## src/rtl/cbo_pkg.sv

```systemverilog
package cbo_pkg;
  localparam int INSTR_W = 32;
  localparam int RIDX_W  = 5;
  localparam int SEL_W   = 12;
  localparam int OP_W    = 3;
  localparam int LANES   = 3;   // enable lanes: clean/flush, inval allow, inval keep

  localparam logic [6:0]       MATCH_OPC   = 7'b0001111;
  localparam logic [2:0]       MATCH_F3    = 3'b010;
  localparam logic [4:0]       MATCH_RD    = 5'b00000;
  localparam logic [SEL_W-1:0] SEL_CLEAN   = 12'h001;
  localparam logic [SEL_W-1:0] SEL_FLUSH   = 12'h002;
  localparam logic [SEL_W-1:0] SEL_INVAL   = 12'h000;

  localparam int OPB_CLEAN = 0;
  localparam int OPB_FLUSH = 1;
  localparam int OPB_INVAL = 2;

  localparam int LANE_CF   = 0;
  localparam int LANE_IALW = 1;
  localparam int LANE_IKEEP = 2;

  typedef enum logic [1:0] {
    PRIV_USER = 2'b00,
    PRIV_SUP  = 2'b01,
    PRIV_RSV  = 2'b10,
    PRIV_MACH = 2'b11
  } priv_e;

  typedef enum logic [1:0] {
    KIND_NONE,
    KIND_CLEAN,
    KIND_FLUSH,
    KIND_INVAL
  } kind_e;

  typedef struct packed {
    logic              valid;
    logic              illegal;
    logic [OP_W-1:0]   op;
    logic [RIDX_W-1:0] rs1;
  } cbo_res_t;
endpackage

```

## src/rtl/cbo_field_decode.sv

```systemverilog
module cbo_field_decode
  import cbo_pkg::*;
(
  input  logic               ext_en,
  input  logic               in_valid,
  input  logic [INSTR_W-1:0] instr,
  output kind_e              kind,
  output logic [RIDX_W-1:0]  rs1
);
  logic fmt_hit;
  logic [SEL_W-1:0] sel;

  assign sel     = instr[31:20];
  assign rs1     = instr[19:15];
  assign fmt_hit = ext_en && in_valid &&
                   (instr[6:0] == MATCH_OPC) &&
                   (instr[14:12] == MATCH_F3) &&
                   (instr[11:7] == MATCH_RD);

  always_comb begin
    kind = KIND_NONE;
    if (fmt_hit) begin
      unique case (sel)
        SEL_CLEAN: kind = KIND_CLEAN;
        SEL_FLUSH: kind = KIND_FLUSH;
        SEL_INVAL: kind = KIND_INVAL;
        default:   kind = KIND_NONE;
      endcase
    end
  end
endmodule

```

## src/rtl/cbo_priv_gate.sv

```systemverilog
module cbo_priv_gate
  import cbo_pkg::*;
(
  input  priv_e priv,
  input  logic  m_bit,
  input  logic  s_bit,
  output logic  en
);
  always_comb begin
    unique case (priv)
      PRIV_MACH: en = 1'b1;
      PRIV_SUP:  en = m_bit;
      PRIV_USER: en = m_bit & s_bit;
      default:   en = 1'b0;
    endcase
  end
endmodule

```

## src/rtl/cbo_out_stage.sv

```systemverilog
module cbo_out_stage
  import cbo_pkg::*;
#(
  parameter bit REG_OUT = 1'b1
) (
  input  logic     clk,
  input  logic     rst_n,
  input  cbo_res_t d,
  output cbo_res_t q
);
  generate
    if (REG_OUT) begin : g_reg
      cbo_res_t q_r;
      always_ff @(posedge clk or negedge rst_n) begin
        if (!rst_n) q_r <= '0;
        else        q_r <= d;
      end
      assign q = q_r;
    end else begin : g_comb
      logic unused_clk;
      assign unused_clk = clk ^ rst_n;
      assign q = d;
    end
  endgenerate
endmodule

```

## src/rtl/cbo_decoder.sv

```systemverilog
module cbo_decoder
  import cbo_pkg::*;
#(
  parameter bit REG_OUT = 1'b1
) (
  input  logic        clk,
  input  logic        rst_n,
  input  logic        ext_en,
  input  logic        in_valid,
  input  logic [31:0] instr,
  input  logic [1:0]  priv,
  input  logic        m_cf_en,
  input  logic [1:0]  m_inv_en,
  input  logic        s_cf_en,
  input  logic [1:0]  s_inv_en,
  output logic        out_valid,
  output logic [2:0]  out_op,
  output logic [4:0]  out_rs1,
  output logic        out_illegal
);
  kind_e             kind;
  logic [RIDX_W-1:0] rs1_f;
  logic [LANES-1:0]  m_bits, s_bits, lane_en;
  priv_e             priv_q;
  cbo_res_t          res_d, res_q;

  assign priv_q = priv_e'(priv);
  assign m_bits = {m_inv_en[1], m_inv_en[0], m_cf_en};
  assign s_bits = {s_inv_en[1], s_inv_en[0], s_cf_en};

  cbo_field_decode u_fields (
    .ext_en  (ext_en),
    .in_valid(in_valid),
    .instr   (instr),
    .kind    (kind),
    .rs1     (rs1_f)
  );

  generate
    for (genvar g = 0; g < LANES; g++) begin : g_lane
      cbo_priv_gate u_gate (
        .priv (priv_q),
        .m_bit(m_bits[g]),
        .s_bit(s_bits[g]),
        .en   (lane_en[g])
      );
    end
  endgenerate

  always_comb begin
    res_d = '0;
    unique case (kind)
      KIND_CLEAN, KIND_FLUSH: begin
        if (lane_en[LANE_CF]) begin
          res_d.valid = 1'b1;
          res_d.op[(kind == KIND_CLEAN) ? OPB_CLEAN : OPB_FLUSH] = 1'b1;
        end else begin
          res_d.illegal = 1'b1;
        end
      end
      KIND_INVAL: begin
        if (lane_en[LANE_IALW]) begin
          res_d.valid = 1'b1;
          res_d.op[lane_en[LANE_IKEEP] ? OPB_INVAL : OPB_FLUSH] = 1'b1;
        end else begin
          res_d.illegal = 1'b1;
        end
      end
      default: res_d = '0;
    endcase
    if (res_d.valid) res_d.rs1 = rs1_f;
  end

  cbo_out_stage #(.REG_OUT(REG_OUT)) u_out (
    .clk  (clk),
    .rst_n(rst_n),
    .d    (res_d),
    .q    (res_q)
  );

  assign out_valid   = res_q.valid;
  assign out_illegal = res_q.illegal;
  assign out_op      = res_q.op;
  assign out_rs1     = res_q.rs1;
endmodule

```

## config.mk

```make
export PLATFORM = sky130hd
export DESIGN_NAME = cbo_decoder
export DESIGN_NICKNAME = d
export VERILOG_FILES = /design/src/rtl/cbo_pkg.sv /design/src/rtl/cbo_field_decode.sv /design/src/rtl/cbo_priv_gate.sv /design/src/rtl/cbo_out_stage.sv /design/src/rtl/cbo_decoder.sv
export SDC_FILE = /design/constraint.sdc
export NUM_CORES = 1
export LEC_CHECK = 0
export ABC_CLOCK_PERIOD_IN_PS = 800
export BUFFER_PORTS_ARGS = -buffer_cell sky130_fd_sc_hd__buf_2
export CELL_PAD_IN_SITES_DETAIL_PLACEMENT = 2
export CELL_PAD_IN_SITES_GLOBAL_PLACEMENT = 2
export CORE_MARGIN = 4
export CORE_UTILIZATION = 17
export CTS_CLUSTER_DIAMETER = 150
export DETAILED_ROUTE_END_ITERATION = 10
export MAX_ROUTING_LAYER = met4
export PLACE_DENSITY_LB_ADDON = 0.05
export RECOVER_POWER = 50
export SLEW_MARGIN = 5
export SYNTH_ARGS = -nofsm -noshare
export SYNTH_HDL_FRONTEND = slang
export SYNTH_SLANG_ARGS = --single-unit
```

## constraint.sdc

```tcl
create_clock -name clk -period 0.8 [get_ports clk]
set_clock_uncertainty 0.05 [all_clocks]
set_input_delay 0.08 -clock clk [delete_from_list [all_inputs] [get_ports clk]]
set_output_delay 0.08 -clock clk [all_outputs]
set_load 0.02 [all_outputs]
```

After elaboration in Yosys (flattened, before gate mapping)
Cells that the tools add are included.
{"block": "classes", "reduce_logical": 10, "eq_ne": 9, "bitwise_logic": 3, "order_cmp": 4, "mux": 19}
{"cell": "$eq A12 B1 Y1 const B", "count": 1}
{"cell": "$eq A12 B2 Y1 const B", "count": 1}
{"cell": "$logic_not A12 Y1", "count": 1}
{"cell": "$pmux W5 S2", "count": 1}
{"cell": "$pmux W1 S3", "count": 3}
{"cell": "$eq A7 B4 Y1 const B", "count": 1}
{"cell": "$mux W1", "count": 7}
{"cell": "$eq A2 B2 Y1 const B", "count": 3}
{"cell": "$logic_and A1 B1 Y1", "count": 6}
{"cell": "$mux W3", "count": 2}
{"cell": "$pmux W2 S3", "count": 1}
{"cell": "$logic_not A5 Y1", "count": 1}
{"cell": "$mux W5", "count": 1}
{"cell": "$demux W1 S2", "count": 2}
{"cell": "$eq A2 B1 Y1 const B", "count": 2}
{"cell": "$mux W2", "count": 2}
{"cell": "$and A1 B1 Y1", "count": 3}
{"cell": "$eq A3 B2 Y1 const B", "count": 1}
{"cell": "$lt A1 B3 Y1 const B", "count": 1}
{"cell": "$lt A2 B3 Y1 const B", "count": 1}
{"cell": "$ge A2 B1 Y1 const B", "count": 1}
{"cell": "$logic_not A2 Y1", "count": 1}
{"cell": "$reduce_or A2 Y1", "count": 1}
{"cell": "$ge A1 B1 Y1 const B", "count": 1}
{"block": "totals", "input_bits": 44, "out_inout_bits": 10, "reg_bits": 10, "elab_cells": 49}

Depth between registers and ports, before layout
Gate-level depths: netlist of run 1.
{"block": "logic_depth", "ltp_word": 14, "mapped_depth": 7, "mapped_depth_nobuf": 7}

Cells and area by module
Synthesis of run 1 repeated with hierarchy kept, for this count alone.
{"block": "hier_totals", "hier_cells": 54, "hier_area_um2": 628.1}
{"module": "cbo_out_stage", "seq_area_each_um2": 250.2, "instances": 1, "cells_each": 10, "area_per_inst_um2": 250.2}
{"module": "cbo_decoder", "seq_area_each_um2": 0.0, "instances": 1, "cells_each": 21, "area_per_inst_um2": 210.2}
{"module": "cbo_field_decode", "seq_area_each_um2": 0.0, "instances": 1, "cells_each": 17, "area_per_inst_um2": 122.6}
{"module": "cbo_priv_gate", "seq_area_each_um2": 0.0, "instances": 3, "cells_each": 2, "area_per_inst_um2": 15.0}

Least setup slack after synthesis of run 1
No wires, ideal clock.
{"block": "synth_timing", "path_type": "input-to-reg", "from": "input instr[24]", "to": "register u_out.g_reg.q_r, in the netlist u_out.q[0]", "setup_ps": 85, "path_slack_ps": -994, "arrival_ps": 1659, "path_buffers": 0, "required_time_ps": 665, "stages": 7, "path_cell_list": "nor4_2 > nand4_1 > or3_1 > ha_1 > nor2_1 > o221ai_1 > a21boi_0"}
{"element": "start, declared", "line": "cbo_decoder.sv:10", "text": "input logic [31:0] instr,"}
{"element": "end signal, assigned", "line": "cbo_out_stage.sv:15", "text": "if (!rst_n) q_r <= '0;"}
{"element": "end signal, assigned", "line": "cbo_out_stage.sv:16", "text": "else q_r <= d;"}
{"element": "end, declared", "line": "cbo_out_stage.sv:13", "text": "cbo_res_t q_r;"}

==> reports/qor.csv, run 1 <==
stage,metric,value,unit
outcome,status,"finished, violations left",
outcome,violations,setup timing,
synth,yosysUniqueCellTypes,20,
synth,synth_area_leaders,"dfrtp_1 47%, a21boi_0 7.0%, ha_1 7.0%",
global_route,grt.total_usage,10.4,%
sta,setup_viol,20,
global_route,grt_max_degree,11,
setup_path,arrival,1.77,ns
power,p_per_area,911,mW/mm^2
floorplan,num_rows,20,
floorplan,start_util,17.7,%
global_route,grt_pass1_vias,757,
sta,worstMarginPinSlew,0.313,ns
drt,drc,0,
synth,synth_top_cell_by_area,dfrtp_1,
synth,synth_commonest_cells,"10 x dfrtp_1, 5 x a21boi_0, 5 x nor2b_1",
synth,syn_area_per_cell,11.7,sq um
setup_path,required,0.94,ns
finish,regArea,250,sq um
synth,ys_seq_area_share,46.6,%
worst_hold_path,hold_path.class,in2reg,
setup_path,worstSetupPathType,in2reg,
synth,synth_seq_cells,10,
flow_run,maxCapViolations,0,
drt,vias,661,
setup_path,crit_slowest_cell,or3_4,
clocking,cts_buffer_depth,2,
drt,viasPerCell,4.32,
sta,hold_violations,0,
synth,synth_top_area_share,46.6,%
sta,setup-tns-final,-9.00,ns
clocking,cts.htree.levels,1,
setup_path,endpoint_kind,flip-flop,
finish,drive_above_1_share,71.6,%
drt,dr.first_iter.drc_count,4,
global_route,grt_first_pass_wirelength,3200,microns
place,gp_congestion,0.657,
clocking,root_buffer,clkbuf_4,
drt,wl,2090,microns
place,pre_cts_ws,-1.26,ns
synth,post-synth-top-count-cell,dfrtp_1,
sta,period_minus_slack,1.64,ns
global_route,antenna_found_initial,0,
clocking,path_clk_slew,0.06,ns
finish,antenna_cells,0,
power,leakagePower,0.539,nW
floorplan,die_y,64.2,microns
place,post-dp-hpwl,1750,microns
finish,post-route-util,38.6,%
power,ir_drop,328,uV
floorplan,die-area,0.00412,sq mm
floorplan,core_region_area,0.00303,sq mm
drt,dr.pass1.iters,4,
setup_path,cpPeakStageDelay,0.45,ns
floorplan,ios,54,
drt,route.met2.wl,1190,microns
drt,ant_nets,0,
clocking,numClockSinks,10,
setup_path,critPathLaunchType,input pin,
synth,synth_enable_flop_cells,0,
sta,timing.slew.headroom,79.1,%
drt,met3_length,155,microns
finish,largest_reg_flops,10,
drt,wl_per_cell,13.7,microns
finish,multi_input_area,418,sq um
sta,min_period_over_period,205,%
synth,synthArstFlopShare,100,%
synth,synthCells,46,
place,io_buffers,53,
sta,hold_ws,0.0128,ns
drt,top_layer_used,met4,
sta,rsz0062_at_grt,true,
setup_path,path_cells,buf_2 > nor4_4 > nand4_1 > or3_4 > ha_4 > nor2b_4 > o221ai_4 > a21boi_1,
power,total_power,1.06,mW
drt,drt-met1-wl,697,microns
sta,setup_slack,-0.837,ns
synth,synth_area,537,sq um
sta,maxSlewViolCount,0,
synth,synth_flop_cell,dfrtp_1,
sta,clock.fmax,611,MHz
global_route,grt_overflow,0,
clocking,cts_buffers,3,
finish,fillers,313,
synth,syn_nets,93,
synth,yosysWarningCount,0,
floorplan,die_x,64.2,microns
finish,nets,158,
finish,syn2layout_area_growth,117,%
setup_path,critPathMaxFanout,8,
clocking,cts_tree,built,
==> timing repair <==
item / in CTS / in global routing
hold buffers: 1 / 0
gates resized for setup: 37 / 4
endpoints found under the setup margin: 20 / 20
pin swaps: 6 / 4
endpoints found under the hold margin: 10 / 0
buffers inserted: 2 / 2
==> area by class of cell <==
cell class                      instances  share of cell area (%)
Clock buffer                            3                    1.93
Sequential cell                        10                    21.4
Multi-Input combinational cell         36                    35.8
Tap cell                               44                    4.72
Timing Repair Buffer                   60                    36.1
==> stage by stage <==
stage	cell area, sq um	std cells
floorplan	573	46
global placement	916	146
detailed placement	916	146
CTS	1140	152
global route	1170	153
finish	1170	153
==> layer usage <==
| layer | track usage [%] | up-vias |
|---|---|---|
| li1 | - | 309 |
| met3 | 2.11 | 4 |
| met4 | 5.54 | 0 |
| met1 | 9.27 | 312 |
| met5 | - | - |
| met2 | 20.1 | 36 |
==> kinds of logic (layout without fill, tap and decap cells) <==
kind of cell,count (synthesis),after routing,share of synthesized area (%)
DFF,10,10,46.6
buffers and inverters,0,63,0
AOI/OAI and AO/OA,12,12,18.2
adders and majority gates,3,3,6.99
and+or+nand+nor,21,21,28.2
==> worst max-delay path, delay by kind of cell <==
family                   cells  cell delay (ns)
AO/OA/AOI/OAI                2             0.35
AND/OR/NAND/NOR              4             1.03
adder cells (fa/ha/maj)      1             0.20
buffers and inverters        1             0.11
==> final timing paths <==
| path | endpoint | depth (start not counted) | startpoint | slack, ns |
|---|---|---|---|---|
| max in group asynchronous | u_out.q[3] | 2 | rst_n | 0.34 |
| hold / removal | u_out.q[0] | 2 | instr[15] | 0.01 |
| setup / recovery | u_out.q[3] | 8 | instr[22] | -0.84 |
| min in group asynchronous | u_out.q[7] | 2 | rst_n | 0.16 |
==> cell usage in the layout, fill, tap and decap left out <==
cell type / Yosys / routed
nor4_2: 2 / 1
buf_6: 0 / 17
nor4_4: 0 / 2
and4b_1: 2 / 2
clkbuf_2: 0 / 1
a21boi_1: 0 / 4
nand4_1: 1 / 1
o221ai_4: 0 / 2
ha_1: 3 / 1
buf_2: 0 / 37
dfrtp_1: 10 / 10
nor2_4: 0 / 1
or3_4: 0 / 2
dlygate4sd3_1: 0 / 1
nor3b_2: 0 / 1
nor3_2: 0 / 1
nor3_1: 3 / 2
nor2b_4: 0 / 1
nand3_1: 1 / 1
nand2_1: 1 / 1
nor4b_4: 0 / 1
nor2b_1: 5 / 4
clkbuf_4: 0 / 3
a21boi_2: 0 / 1
o22a_1: 1 / 1
o22ai_2: 0 / 1
o22ai_1: 3 / 2
buf_4: 0 / 4
ha_4: 0 / 2
a22o_1: 1 / 1
==> where the power goes <==
group | internal [mW] | leakage [nW] | switching [mW] | total, mW
logic | 0.124 | 0.385 | 0.0916 | 0.216
clock network | 0.174 | 0.0138 | 0.168 | 0.342
registers | 0.505 | 0.140 | 0 | 0.505
total | 0.804 | 0.539 | 0.259 | 1.06
Note: power is estimated with default switching activity, not from simulation.
==> inputs of run 2 (changes only) <==
--- a/config.mk
+++ b/config.mk
@@ -9,10 +9,12 @@
 export BUFFER_PORTS_ARGS = -buffer_cell sky130_fd_sc_hd__buf_2
 export CELL_PAD_IN_SITES_DETAIL_PLACEMENT = 2
 export CELL_PAD_IN_SITES_GLOBAL_PLACEMENT = 2
+export CORE_ASPECT_RATIO = 0.6
 export CORE_MARGIN = 4
 export CORE_UTILIZATION = 17
 export CTS_CLUSTER_DIAMETER = 150
 export DETAILED_ROUTE_END_ITERATION = 10
+export GPL_TIMING_DRIVEN = 0
 export MAX_ROUTING_LAYER = met4
 export PLACE_DENSITY_LB_ADDON = 0.05
 export RECOVER_POWER = 50
==> reports/qor.csv, run 2 (synthesis results as in run 1) <==
stage,metric,value,unit,change
outcome,status,"finished, violations left",,unchanged
outcome,violations,setup timing,,unchanged
power,p_sw,0.287,mW,was 0.259 mW
power,p_int,1.05,mW,was 0.804 mW
global_route,antenna_found_initial,0,,unchanged
clocking,cts_buffer_depth,2,,unchanged
power,p_per_area,1130,mW/mm^2,was 911 mW/mm^2
sta,worstMarginPinSlew,0.381,ns,was 0.313 ns
sta,period_minus_slack,1.77,ns,was 1.64 ns
finish,fillers,327,,was 313
global_route,grt_first_pass_wirelength,3450,microns,was 3200 microns
floorplan,die_x,80.5,microns,was 64.2 microns
floorplan,die_y,51.5,microns,was 64.2 microns
finish,post-route-cell-area,0.00119,sq mm,was 0.00117 sq mm
floorplan,core_region_area,0.00295,sq mm,was 0.00303 sq mm
clocking,root_buffer,clkbuf_8,,was clkbuf_4
finish,layout_common_cells,"39 x buf_2, 15 x buf_6, 10 x dfrtp_1, 4 x nor2b_1, 4 x clkbuf_8",,"was 37 x buf_2, 17 x buf_6, 10 x dfrtp_1"
finish,antenna_cells,0,,unchanged
finish,regArea,250,sq um,unchanged
sta,setup_viol,20,,unchanged
finish,layout_commonest_cell,buf_2,,unchanged
sta,clock.fmax,565,MHz,was 611 MHz
floorplan,ios,54,,unchanged
drt,wl_per_cell,14.9,microns,was 13.7 microns
finish,drive_above_1_share,73.8,%,was 71.6%
place,place_area,891,sq um,was 916 sq um
sta,hold_violations,0,,unchanged
clocking,cts_tree,built,,unchanged
floorplan,num_rows,15,,was 20
setup_path,endpoint_kind,flip-flop,,unchanged
power,leakagePower,0.555,nW,was 0.539 nW
sta,min_period_over_period,221,%,was 205%
finish,nets,155,,was 158
global_route,grt_overflow,0,,unchanged
clocking,cts.htree.levels,1,,unchanged
drt,vias,635,,was 661
setup_path,critPathLaunchType,input pin,,unchanged
setup_path,required,0.91,ns,was 0.94 ns
global_route,grt_max_degree,11,,unchanged
worst_hold_path,holdPathEnd,u_out.q[2],,was u_out.q[0]
floorplan,start_util,18.2,%,was 17.7%
power,p_comb_share,15.6,%,was 20.3%
place,gp_congestion,0.661,,was 0.657
place,io_buffers,53,,unchanged
place,post-dp-hpwl,1820,microns,was 1750 microns
power,swShare,21.4,%,was 24.4%
drt,dr.pass1.iters,3,,was 4
sta,setup_slack,-0.970,ns,was -0.837 ns
worst_hold_path,worstHoldPathCells,2,,unchanged
flow_run,maxCapViolations,0,,unchanged
drt,drc,0,,unchanged
setup_path,worstSetupPathType,in2reg,,unchanged
finish,multi_input_area,444,sq um,was 418 sq um
setup_path,arrival,1.88,ns,was 1.77 ns
worst_hold_path,hold_start,instr[17],,was instr[15]
sta,timing.slew.headroom,74.6,%,was 79.1%
clocking,cts_buffers,3,,unchanged
global_route,grt.total_usage,11.9,%,was 10.4%
drt,viasPerCell,4.26,,was 4.32
sta,rsz0062_at_grt,true,,unchanged
power,total_power,1.34,mW,was 1.06 mW
drt,ant_nets,0,,unchanged
finish,syn2layout_area_growth,121,%,was 117%
drt,dr.first_iter.drc_count,1,,was 4
global_route,grt_pass1_vias,750,,was 757
worst_hold_path,hold_path.class,in2reg,,unchanged
setup_path,critPathMaxFanout,7,,was 8
power,seq_power_share,37.8,%,was 47.5%
sta,maxSlewViolCount,0,,unchanged
power,ir_drop,480,uV,was 328 uV
floorplan,die-area,0.00415,sq mm,was 0.00412 sq mm
clocking,numClockSinks,10,,unchanged
power,p_clk_share,46.6,%,was 32.1%
clocking,path_clk_slew,0.05,ns,was 0.06 ns
finish,largest_reg_flops,10,,unchanged
drt,wl,2220,microns,was 2090 microns
## run 2: power groups by stage
| stage | combinational, mW | clock [mW] | sequential [mW] |
|---|---|---|---|
| final | 0.209 | 0.626 | 0.507 |
| after global routing | 0.230 | 0.683 | 0.506 |
| after CTS | 0.203 | 0.640 | 0.507 |
| after detailed placement | 0.177 | 0 | 0.515 |
| after global placement | 0.171 | 0 | 0.515 |
| after floorplan | 0.0367 | 0 | 0.515 |
## run 2: routing by layer
metal | track usage (%) | share of wire (%) | vias up
met1 | 12.7 | 39 | 290
met5 | - | 0 | -
met4 | 4.21 | 1.1 | 0
met2 | 20.6 | 49 | 40
met3 | 4.50 | 10 | 2
li1 | - | - | 303
## run 2: how the worst max path moves through the flow
stage | from | end | slack [ns] | cells past startpoint
after floorplan | instr[23] | u_out.q[6] | -0.89 | 7
after global placement | instr[31] | u_out.q[4] | -1.31 | 8
after global routing | instr[30] | u_out.q[4] | -1.09 | 8
final | instr[23] | u_out.q[4] | -0.97 | 8
after detailed placement | instr[31] | u_out.q[1] | -1.37 | 8
after CTS | instr[31] | u_out.q[1] | -0.98 | 8
## run 2: stage by stage
step | worst slack (ns) | TNS, ns | hold WS (ns) | std cells | utilization [%]
CTS | -0.981 | -10.00 | 0.0390 | 148 | 38.5
floorplan | -0.891 | -8.41 | -0.266 | 46 | -
global route | -1.09 | -11.06 | 0.0303 | 149 | 40.3
finish | -0.970 | -9.71 | 0.0357 | 149 | 40.3
global placement | -1.31 | -12.14 | -0.102 | 141 | 30.2
detailed placement | -1.37 | -12.77 | -0.0967 | 141 | 30.2
## run 2: critical path, stage by stage
cell and delay (ns):
buf_2 0.11, nor4_4 0.25, nand4_1 0.20, or3_4 0.47, ha_4 0.26, nor2_4 0.14, o221ai_4 0.17, a21boi_1 0.19
## run 2: layout make-up
| cell class | count | area share, % |
|---|---|---|
| multi-input cells | 36 | 37.4 |
| repair buffers | 57 | 32.5 |
| flip-flops and latches | 10 | 21.1 |
| clock buffers | 4 | 4.63 |
| well taps | 42 | 4.42 |
## run 2: timing repair
item | 4_1_cts | 5_1_grt
pin swaps | 11 | 12
hold endpoints to repair | 10 | 0
setup endpoints to repair | 20 | 20
gates resized for setup | 35 | 10
buffers inserted | 2 | 2
hold buffers | 1 | 0
